**config.mk**
```make
export PLATFORM = sky130hd
export DESIGN_NAME = dds_ctl_rx
export DESIGN_NICKNAME = d
export VERILOG_FILES = /design/src/rtl/dds_ctl_pkg.sv /design/src/rtl/dds_in_sync.sv /design/src/rtl/dds_frame_shift.sv /design/src/rtl/dds_reg_bank.sv /design/src/rtl/dds_ctl_rx.sv
export SDC_FILE = /design/constraint.sdc
export NUM_CORES = 1
export LEC_CHECK = 0
export BUFFER_PORTS_ARGS = -buffer_cell sky130_fd_sc_hd__clkbuf_2
export CAP_MARGIN = 30
export CORE_MARGIN = 2
export CORE_UTILIZATION = 59
export DETAILED_ROUTE_END_ITERATION = 8
export PLACE_DENSITY = 0.92
export SLEW_MARGIN = 20
export SYNTH_ARGS = -nofsm -noshare
export SYNTH_HDL_FRONTEND = slang
export SYNTH_SLANG_ARGS = --single-unit
```
**constraint.sdc**
```tcl
create_clock -name clk -period 8.2 [get_ports clk]
set_input_delay 1.23 -clock clk [delete_from_list [all_inputs] [get_ports clk]]
set_output_delay 1.23 -clock clk [all_outputs]
set_load 0.01 [all_outputs]
```
**src/rtl/dds_ctl_pkg.sv**
```systemverilog
package dds_ctl_pkg;
  localparam int WORD_W     = 16;
  localparam int MODE_BIT   = 13;  // control: two-write frequency mode
  localparam int RST_BIT    = 8;   // control: reset flag
  localparam int PH_SEL_BIT = 13;  // phase word: selects register 1

  typedef enum logic [1:0] {
    SEL_CTRL = 2'b00,
    SEL_F0   = 2'b01,
    SEL_F1   = 2'b10,
    SEL_PH   = 2'b11
  } addr_e;
endpackage

```
**src/rtl/dds_in_sync.sv**
```systemverilog
module dds_in_sync #(
  parameter int       STAGES = 2,
  parameter int       W      = 3,
  parameter logic [W-1:0] IDLE = '1
) (
  input  logic         clk,
  input  logic         rst_n,
  input  logic [W-1:0] d_i,
  output logic [W-1:0] q_o
);
  logic [W-1:0] stg_q [STAGES];

  generate
    for (genvar s = 0; s < STAGES; s++) begin : g_stage
      if (s == 0) begin : g_first
        always_ff @(posedge clk or negedge rst_n) begin
          if (!rst_n) stg_q[s] <= IDLE;
          else        stg_q[s] <= d_i;
        end
      end else begin : g_rest
        always_ff @(posedge clk or negedge rst_n) begin
          if (!rst_n) stg_q[s] <= IDLE;
          else        stg_q[s] <= stg_q[s-1];
        end
      end
    end
  endgenerate

  assign q_o = stg_q[STAGES-1];
endmodule

```
**src/rtl/dds_frame_shift.sv**
```systemverilog
module dds_frame_shift #(
  parameter int WORD_W = dds_ctl_pkg::WORD_W
) (
  input  logic              clk,
  input  logic              rst_n,
  input  logic              sclk_s,
  input  logic              data_s,
  input  logic              fsync_n_s,
  output logic              word_vld_o,
  output logic [WORD_W-1:0] word_o
);
  localparam int CNT_W = $clog2(WORD_W + 1);
  localparam logic [CNT_W-1:0] FULL = CNT_W'(WORD_W);
  localparam logic [CNT_W-1:0] LAST = CNT_W'(WORD_W - 1);

  logic              sclk_prev_q;
  logic [CNT_W-1:0]  cnt_q, cnt_d;
  logic [WORD_W-1:0] sh_q, sh_d, sh_next;
  logic [WORD_W-1:0] word_q, word_d;
  logic              vld_q, vld_d;
  logic              fall;

  assign fall    = sclk_prev_q & ~sclk_s;
  assign sh_next = {sh_q[WORD_W-2:0], data_s};

  always_comb begin
    cnt_d  = cnt_q;
    sh_d   = sh_q;
    word_d = word_q;
    vld_d  = 1'b0;
    if (fsync_n_s) begin
      cnt_d = '0;
      sh_d  = '0;
    end else if (fall && (cnt_q < FULL)) begin
      sh_d  = sh_next;
      cnt_d = cnt_q + 1'b1;
      if (cnt_q == LAST) begin
        vld_d  = 1'b1;
        word_d = sh_next;
      end
    end
  end

  always_ff @(posedge clk or negedge rst_n) begin
    if (!rst_n) begin
      sclk_prev_q <= 1'b1;
      cnt_q       <= '0;
      sh_q        <= '0;
      word_q      <= '0;
      vld_q       <= 1'b0;
    end else begin
      sclk_prev_q <= sclk_s;
      cnt_q       <= cnt_d;
      sh_q        <= sh_d;
      word_q      <= word_d;
      vld_q       <= vld_d;
    end
  end

  assign word_vld_o = vld_q;
  assign word_o     = word_q;

  p_vld_single_r2: assert property (@(posedge clk) disable iff (!rst_n)
    vld_q |=> !vld_q);
  p_cnt_bound_r11: assert property (@(posedge clk) disable iff (!rst_n)
    cnt_q <= FULL);
  p_abort_clears_r3: assert property (@(posedge clk) disable iff (!rst_n)
    fsync_n_s |=> (cnt_q == '0) && !vld_q);
endmodule

```
**src/rtl/dds_reg_bank.sv**
```systemverilog
module dds_reg_bank
  import dds_ctl_pkg::*;
#(
  parameter int FREQ_W  = 28,
  parameter int PHASE_W = 12
) (
  input  logic               clk,
  input  logic               rst_n,
  input  logic               vld_i,
  input  logic [WORD_W-1:0]  word_i,
  output logic [WORD_W-1:0]  ctrl_o,
  output logic [FREQ_W-1:0]  freq0_o,
  output logic [FREQ_W-1:0]  freq1_o,
  output logic [PHASE_W-1:0] phase0_o,
  output logic [PHASE_W-1:0] phase1_o,
  output logic               stb_o
);
  localparam int HALF_W = FREQ_W / 2;

  addr_e             sel;
  logic [WORD_W-1:0] ctrl_q, ctrl_d;
  logic [FREQ_W-1:0] freq_q [2];
  logic [FREQ_W-1:0] freq_d [2];
  logic [PHASE_W-1:0] ph_q [2];
  logic [PHASE_W-1:0] ph_d [2];
  logic              half_q, half_d;
  logic              stb_q;
  logic              two_wr;

  assign sel    = addr_e'(word_i[WORD_W-1:WORD_W-2]);
  assign two_wr = ctrl_q[MODE_BIT];

  always_comb begin
    ctrl_d = ctrl_q;
    half_d = half_q;
    for (int k = 0; k < 2; k++) begin
      freq_d[k] = freq_q[k];
      ph_d[k]   = ph_q[k];
    end
    if (vld_i) begin
      unique case (sel)
        SEL_CTRL: begin
          ctrl_d = word_i;
          half_d = 1'b0;
        end
        SEL_F0, SEL_F1: begin
          for (int k = 0; k < 2; k++) begin
            if ((k == 0) == (sel == SEL_F0)) begin
              if (two_wr && half_q)
                freq_d[k][FREQ_W-1:HALF_W] = word_i[HALF_W-1:0];
              else
                freq_d[k][HALF_W-1:0] = word_i[HALF_W-1:0];
            end
          end
          if (two_wr) half_d = ~half_q;
        end
        SEL_PH: begin
          if (word_i[PH_SEL_BIT]) ph_d[1] = word_i[PHASE_W-1:0];
          else                    ph_d[0] = word_i[PHASE_W-1:0];
        end
        default: ;
      endcase
    end
  end

  always_ff @(posedge clk or negedge rst_n) begin
    if (!rst_n) begin
      ctrl_q <= '0;
      half_q <= 1'b0;
      stb_q  <= 1'b0;
      for (int k = 0; k < 2; k++) begin
        freq_q[k] <= '0;
        ph_q[k]   <= '0;
      end
    end else begin
      ctrl_q <= ctrl_d;
      half_q <= half_d;
      stb_q  <= vld_i;
      for (int k = 0; k < 2; k++) begin
        freq_q[k] <= freq_d[k];
        ph_q[k]   <= ph_d[k];
      end
    end
  end

  assign ctrl_o   = ctrl_q;
  assign freq0_o  = freq_q[0];
  assign freq1_o  = freq_q[1];
  assign phase0_o = ph_q[0];
  assign phase1_o = ph_q[1];
  assign stb_o    = stb_q;

  p_ctrl_load_r4: assert property (@(posedge clk) disable iff (!rst_n)
    (vld_i && sel == SEL_CTRL) |=> (ctrl_q == $past(word_i)));
  p_half_clear_r8: assert property (@(posedge clk) disable iff (!rst_n)
    (vld_i && sel == SEL_CTRL) |=> !half_q);
  p_low_first_r6: assert property (@(posedge clk) disable iff (!rst_n)
    (vld_i && sel == SEL_F0 && two_wr && !half_q) |=>
      (freq_q[0][HALF_W-1:0] == $past(word_i[HALF_W-1:0])) && half_q);
  p_other_kept_r5: assert property (@(posedge clk) disable iff (!rst_n)
    (vld_i && sel == SEL_F0) |=> $stable(freq_q[1]));
endmodule

```
**src/rtl/dds_ctl_rx.sv**
```systemverilog
module dds_ctl_rx
  import dds_ctl_pkg::*;
#(
  parameter int SYNC_STAGES = 2,
  parameter int FREQ_W      = 28,
  parameter int PHASE_W     = 12
) (
  input  logic               clk,
  input  logic               rst_n,
  input  logic               ser_clk_i,
  input  logic               ser_data_i,
  input  logic               ser_fsync_n_i,
  output logic [WORD_W-1:0]  ctrl_o,
  output logic [FREQ_W-1:0]  freq0_o,
  output logic [FREQ_W-1:0]  freq1_o,
  output logic [PHASE_W-1:0] phase0_o,
  output logic [PHASE_W-1:0] phase1_o,
  output logic               reset_flag_o,
  output logic               acc_en_o,
  output logic               word_stb_o
);
  logic [1:0]        rst_sync_q;
  logic              rst_n_int;
  logic [2:0]        lines_s;
  logic              word_vld;
  logic [WORD_W-1:0] word;
  logic              acc_en_q;

  // reset: asserted at once, released after two clock edges
  always_ff @(posedge clk or negedge rst_n) begin
    if (!rst_n) rst_sync_q <= 2'b00;
    else        rst_sync_q <= {rst_sync_q[0], 1'b1};
  end
  assign rst_n_int = rst_sync_q[1];

  dds_in_sync #(.STAGES(SYNC_STAGES), .W(3), .IDLE(3'b111)) u_sync (
    .clk   (clk),
    .rst_n (rst_n_int),
    .d_i   ({ser_clk_i, ser_data_i, ser_fsync_n_i}),
    .q_o   (lines_s)
  );

  dds_frame_shift #(.WORD_W(WORD_W)) u_shift (
    .clk        (clk),
    .rst_n      (rst_n_int),
    .sclk_s     (lines_s[2]),
    .data_s     (lines_s[1]),
    .fsync_n_s  (lines_s[0]),
    .word_vld_o (word_vld),
    .word_o     (word)
  );

  dds_reg_bank #(.FREQ_W(FREQ_W), .PHASE_W(PHASE_W)) u_bank (
    .clk      (clk),
    .rst_n    (rst_n_int),
    .vld_i    (word_vld),
    .word_i   (word),
    .ctrl_o   (ctrl_o),
    .freq0_o  (freq0_o),
    .freq1_o  (freq1_o),
    .phase0_o (phase0_o),
    .phase1_o (phase1_o),
    .stb_o    (word_stb_o)
  );

  always_ff @(posedge clk or negedge rst_n_int) begin
    if (!rst_n_int) acc_en_q <= 1'b0;
    else            acc_en_q <= ~ctrl_o[RST_BIT];
  end

  assign reset_flag_o = ctrl_o[RST_BIT];
  assign acc_en_o     = acc_en_q;

  p_acc_hold_r10: assert property (@(posedge clk) disable iff (!rst_n_int)
    reset_flag_o |=> !acc_en_o);
  p_stb_needs_frame_r3: assert property (@(posedge clk) disable iff (!rst_n_int)
    word_stb_o |-> $past(!lines_s[0], 2));
endmodule

```
==> out/results.txt <==
Clock transition at the registers of the reported paths: 0.07 ns
Post-detailed-route via-to-cell ratio: 5.692
Cts hold-fix bufs: 0
Number of distinct library cells after synthesis: 27
Biggest fanout along the worst timing path: 5
Length of routed met2 wiring: 6165 um
Post-route cell area: 0.006683 mm^2
Overall die height: 100.7 um
Biggest area contributors in the synthesized netlist: dfrtp_1, mux2_2, dfstp_2, mux2_4, nand2_1
Min Clock Period, post-route: 2.376 ns
Final routed DRC violation total: 0
Final antenna-violating net count: 0
Crit Path Category: reg -> out
Wire length of the first global-routing pass: 18,700 um
Filler cell count in the final layout: 531
Sequential share of the synthesized area: 0.6596
Initial core utilization: 0.6025
Maximum vdd drop: 127.0 uV
Fraction of synthesized cell area taken by the top area cell type: 0.6263
Placement Setup Slack: 5.892 ns
MaxCap Viol Count: 0
Post-synthesis cell count: 366
Overall overflow remaining after global route: 0
Clock buffer count from CTS: 17
Worst-margin pin slew: 0.9052 ns
Highest-delay cell along the critical path: dfrtp_1
Reg-to-reg slack, setup: 5.83 ns
Cell count along the critical path: 1
Placement Rows: 35
TritonCTS clock tree: built
Average size of a mapped cell: 15.07 um^2
Final critical-path share of the clock period: 0.2897
WHS: 0.2226 ns
Met3 layer wire length in the routed design: 530 um
Fmax: 420.9 MHz
Total negative slack for setup checks: 0 ns
Port-buffer cells: 103
Cell type group with the largest total delay on the critical path: flip-flops
Net count after synthesis: 377
Clk buf depth: 2
Number of violations reported at the end of detailed-routing iteration 0: 163
Total cell area at the placement stage: 0.006107 mm^2
DPL Wire Length: 7405 um
Num Clock Sinks: 145
Via count of the first global-routing pass: 3,569
Worst stage delay on the critical path: 0.44 ns
Status: finished clean
Resized Gates After CTS: 0
End of the worst register-to-register path: u_bank.freq1_o[11]
Length in cells of the worst reg-to-reg path: 6
Max-slew violation count: 0
Launch point of the critical path: u_bank.ctrl_o[13]
Horizontal extent of the die: 100.7 um
Detailed-route via count: 3,415
YS warnings: 0
Number of setup violations in the final report: 0
Initial antenna violation count: 0
Min-Delay Path Class: reg -> async
Highest metal layer with signal wires: met4
Boundary pin count: 104
GR Util All Layers: 0.2487
Most frequent cells in the layout: dfrtp_1, clkbuf_2, mux2_2, nand2_1, a21oi_1
Post-synthesis instance area: 0.005514 mm^2
Weighted congestion reported at the end of routability-driven placement: 0.7762
Setup repair after global routing missed its margin: false
Tightest slew margin relative to the limit: 0.3950
Share of layout cells above drive strength 1: 0.5378
Worst-path cell chain: clkbuf_2
Data required time at the worst endpoint: 6.97 ns
Library cell with the largest summed area after synthesis: dfrtp_1
Length of routed wiring on met1: 4809 um
Area growth from synthesis to layout: 21.19%
CP Launch Type: flip-flop
Endpoint of the worst setup timing path: ctrl_o[13]
Root cell of the clock tree: clkbuf_8
Wirelength per Cell: 19.66 um
Number of diodes added for antenna fixing: 0
Final wirelength: 11,800 um
Register bit total from synthesis: 145
Post-CTS Repair Setup Buffers: 0
Maximum number of pins on one net before global-route repair: 79
Total power per unit cell area: 216.5 mW/mm^2
Reg-to-reg critical path startpoint: u_shift.word_o[14]
P_leak: 3.562 nW
Data arrival time of the critical path: 1.15 ns
Total Die Area: 0.01014 mm^2
Number of nets in the layout: 487
Worst Skew: 0.01112 ns
CTS H-tree depth: 4
CP bufs+invs: 1
Worst Setup Slack, final: 5.824 ns
Clock latency reported for the late side of the worst-skew pair: 0.52 ns
Crit end category: output pin
Placeable core region: 0.009153 mm^2
Count of endpoints failing hold in the final timing report: 0
Commonest non-fill, non-tap cell in the layout: dfrtp_1
Total Power Consumption: 0.001447 W
Iteration count of the initial detailed-routing pass: 4
[flip-flops by register name (all words and copies together) (netlist names)]
register             flops
u_bank.phase0_o         12
u_sync.stg_q             3
u_bank.stb_o             1
u_bank.half_q            1
u_shift.sh_q            15
u_shift.sclk_prev_q      1
acc_en_o                 1
u_bank.freq1_o          28
u_shift.word_vld_o       1
u_sync.q_o               3
u_bank.phase1_o         12
u_bank.ctrl_o           16
rst_sync_q               2
u_shift.word_o          16
u_bank.freq0_o          28
u_shift.cnt_q            5
[worst min-delay path by stage]
stage / from / endpoint / slack [ns] / depth (start not counted)
CTS: u_sync.stg_q[5] / u_sync.q_o[2] / 0.36 / 0
global route: rst_sync_q[1] / u_bank.ctrl_o[9] / 0.25 / 0
detailed placement: rst_sync_q[0] / rst_sync_q[1] / 0.34 / 0
finish: rst_sync_q[1] / u_bank.ctrl_o[9] / 0.22 / 0
global placement: rst_sync_q[0] / rst_sync_q[1] / 0.34 / 0
floorplan: rst_sync_q[0] / rst_sync_q[1] / 0.33 / 0
[layout make-up]
class | count | area [um^2] | share of cell area
inverter | 8 | 30.03 | 0.004494
tap | 111 | 138.9 | 0.02078
clock inverter | 15 | 126.4 | 0.01891
timing repair buffer | 107 | 565.5 | 0.08463
multi-input combinational | 197 | 1767 | 0.2644
sequential | 145 | 3641 | 0.5448
clock buffer | 17 | 414.1 | 0.06197
[per-stage QoR]
step	util	cells
finish	0.7301	600
global route	0.7301	600
CTS	0.7263	598
detailed placement	0.6673	566
global placement	0.6664	565
floorplan	-	366
[metal layers]
layer  GRT usage  up-vias
met5           0        -
met4      0.1106        0
met3     0.06935       27
met2      0.4041      130
met1      0.3134     1773
li1            -     1485
[cell usage after synthesis (all sizes together)]
cell type and count:
nor3 1, o21ai 6, mux2 110, nor3b 2
dfstp 7, and3 2, clkbuf 6, a21oi 19
ha 6, nand3b 3, inv 8, xnor2 1
or3b 2, buf 10, a22o 1, or3 3
nand2 37, nor2 1, dfrtp 138, conb 1
nand3 2
[power by group]
group          internal, W  switching [W]
Clock             0.000380       0.000321
Sequential        0.000720     0.00000548
Combinational   0.00000424      0.0000153
Total              0.00110       0.000342
[cell families (layout without fill, tap and decap cells)]
group           count (synthesis)  count (layout)  synth area share
mux                           110             110            0.2314
other cells                     1               1         0.0006801
fa+ha+maj                       6               6           0.01361
flops                         145             145            0.6596
simple gates                   53              53           0.04878
compound gates                 26              26           0.02428
buf+inv                        24             147           0.01997
xor+xnor                        1               1          0.001589
Note: power is estimated with default switching activity, not from simulation.
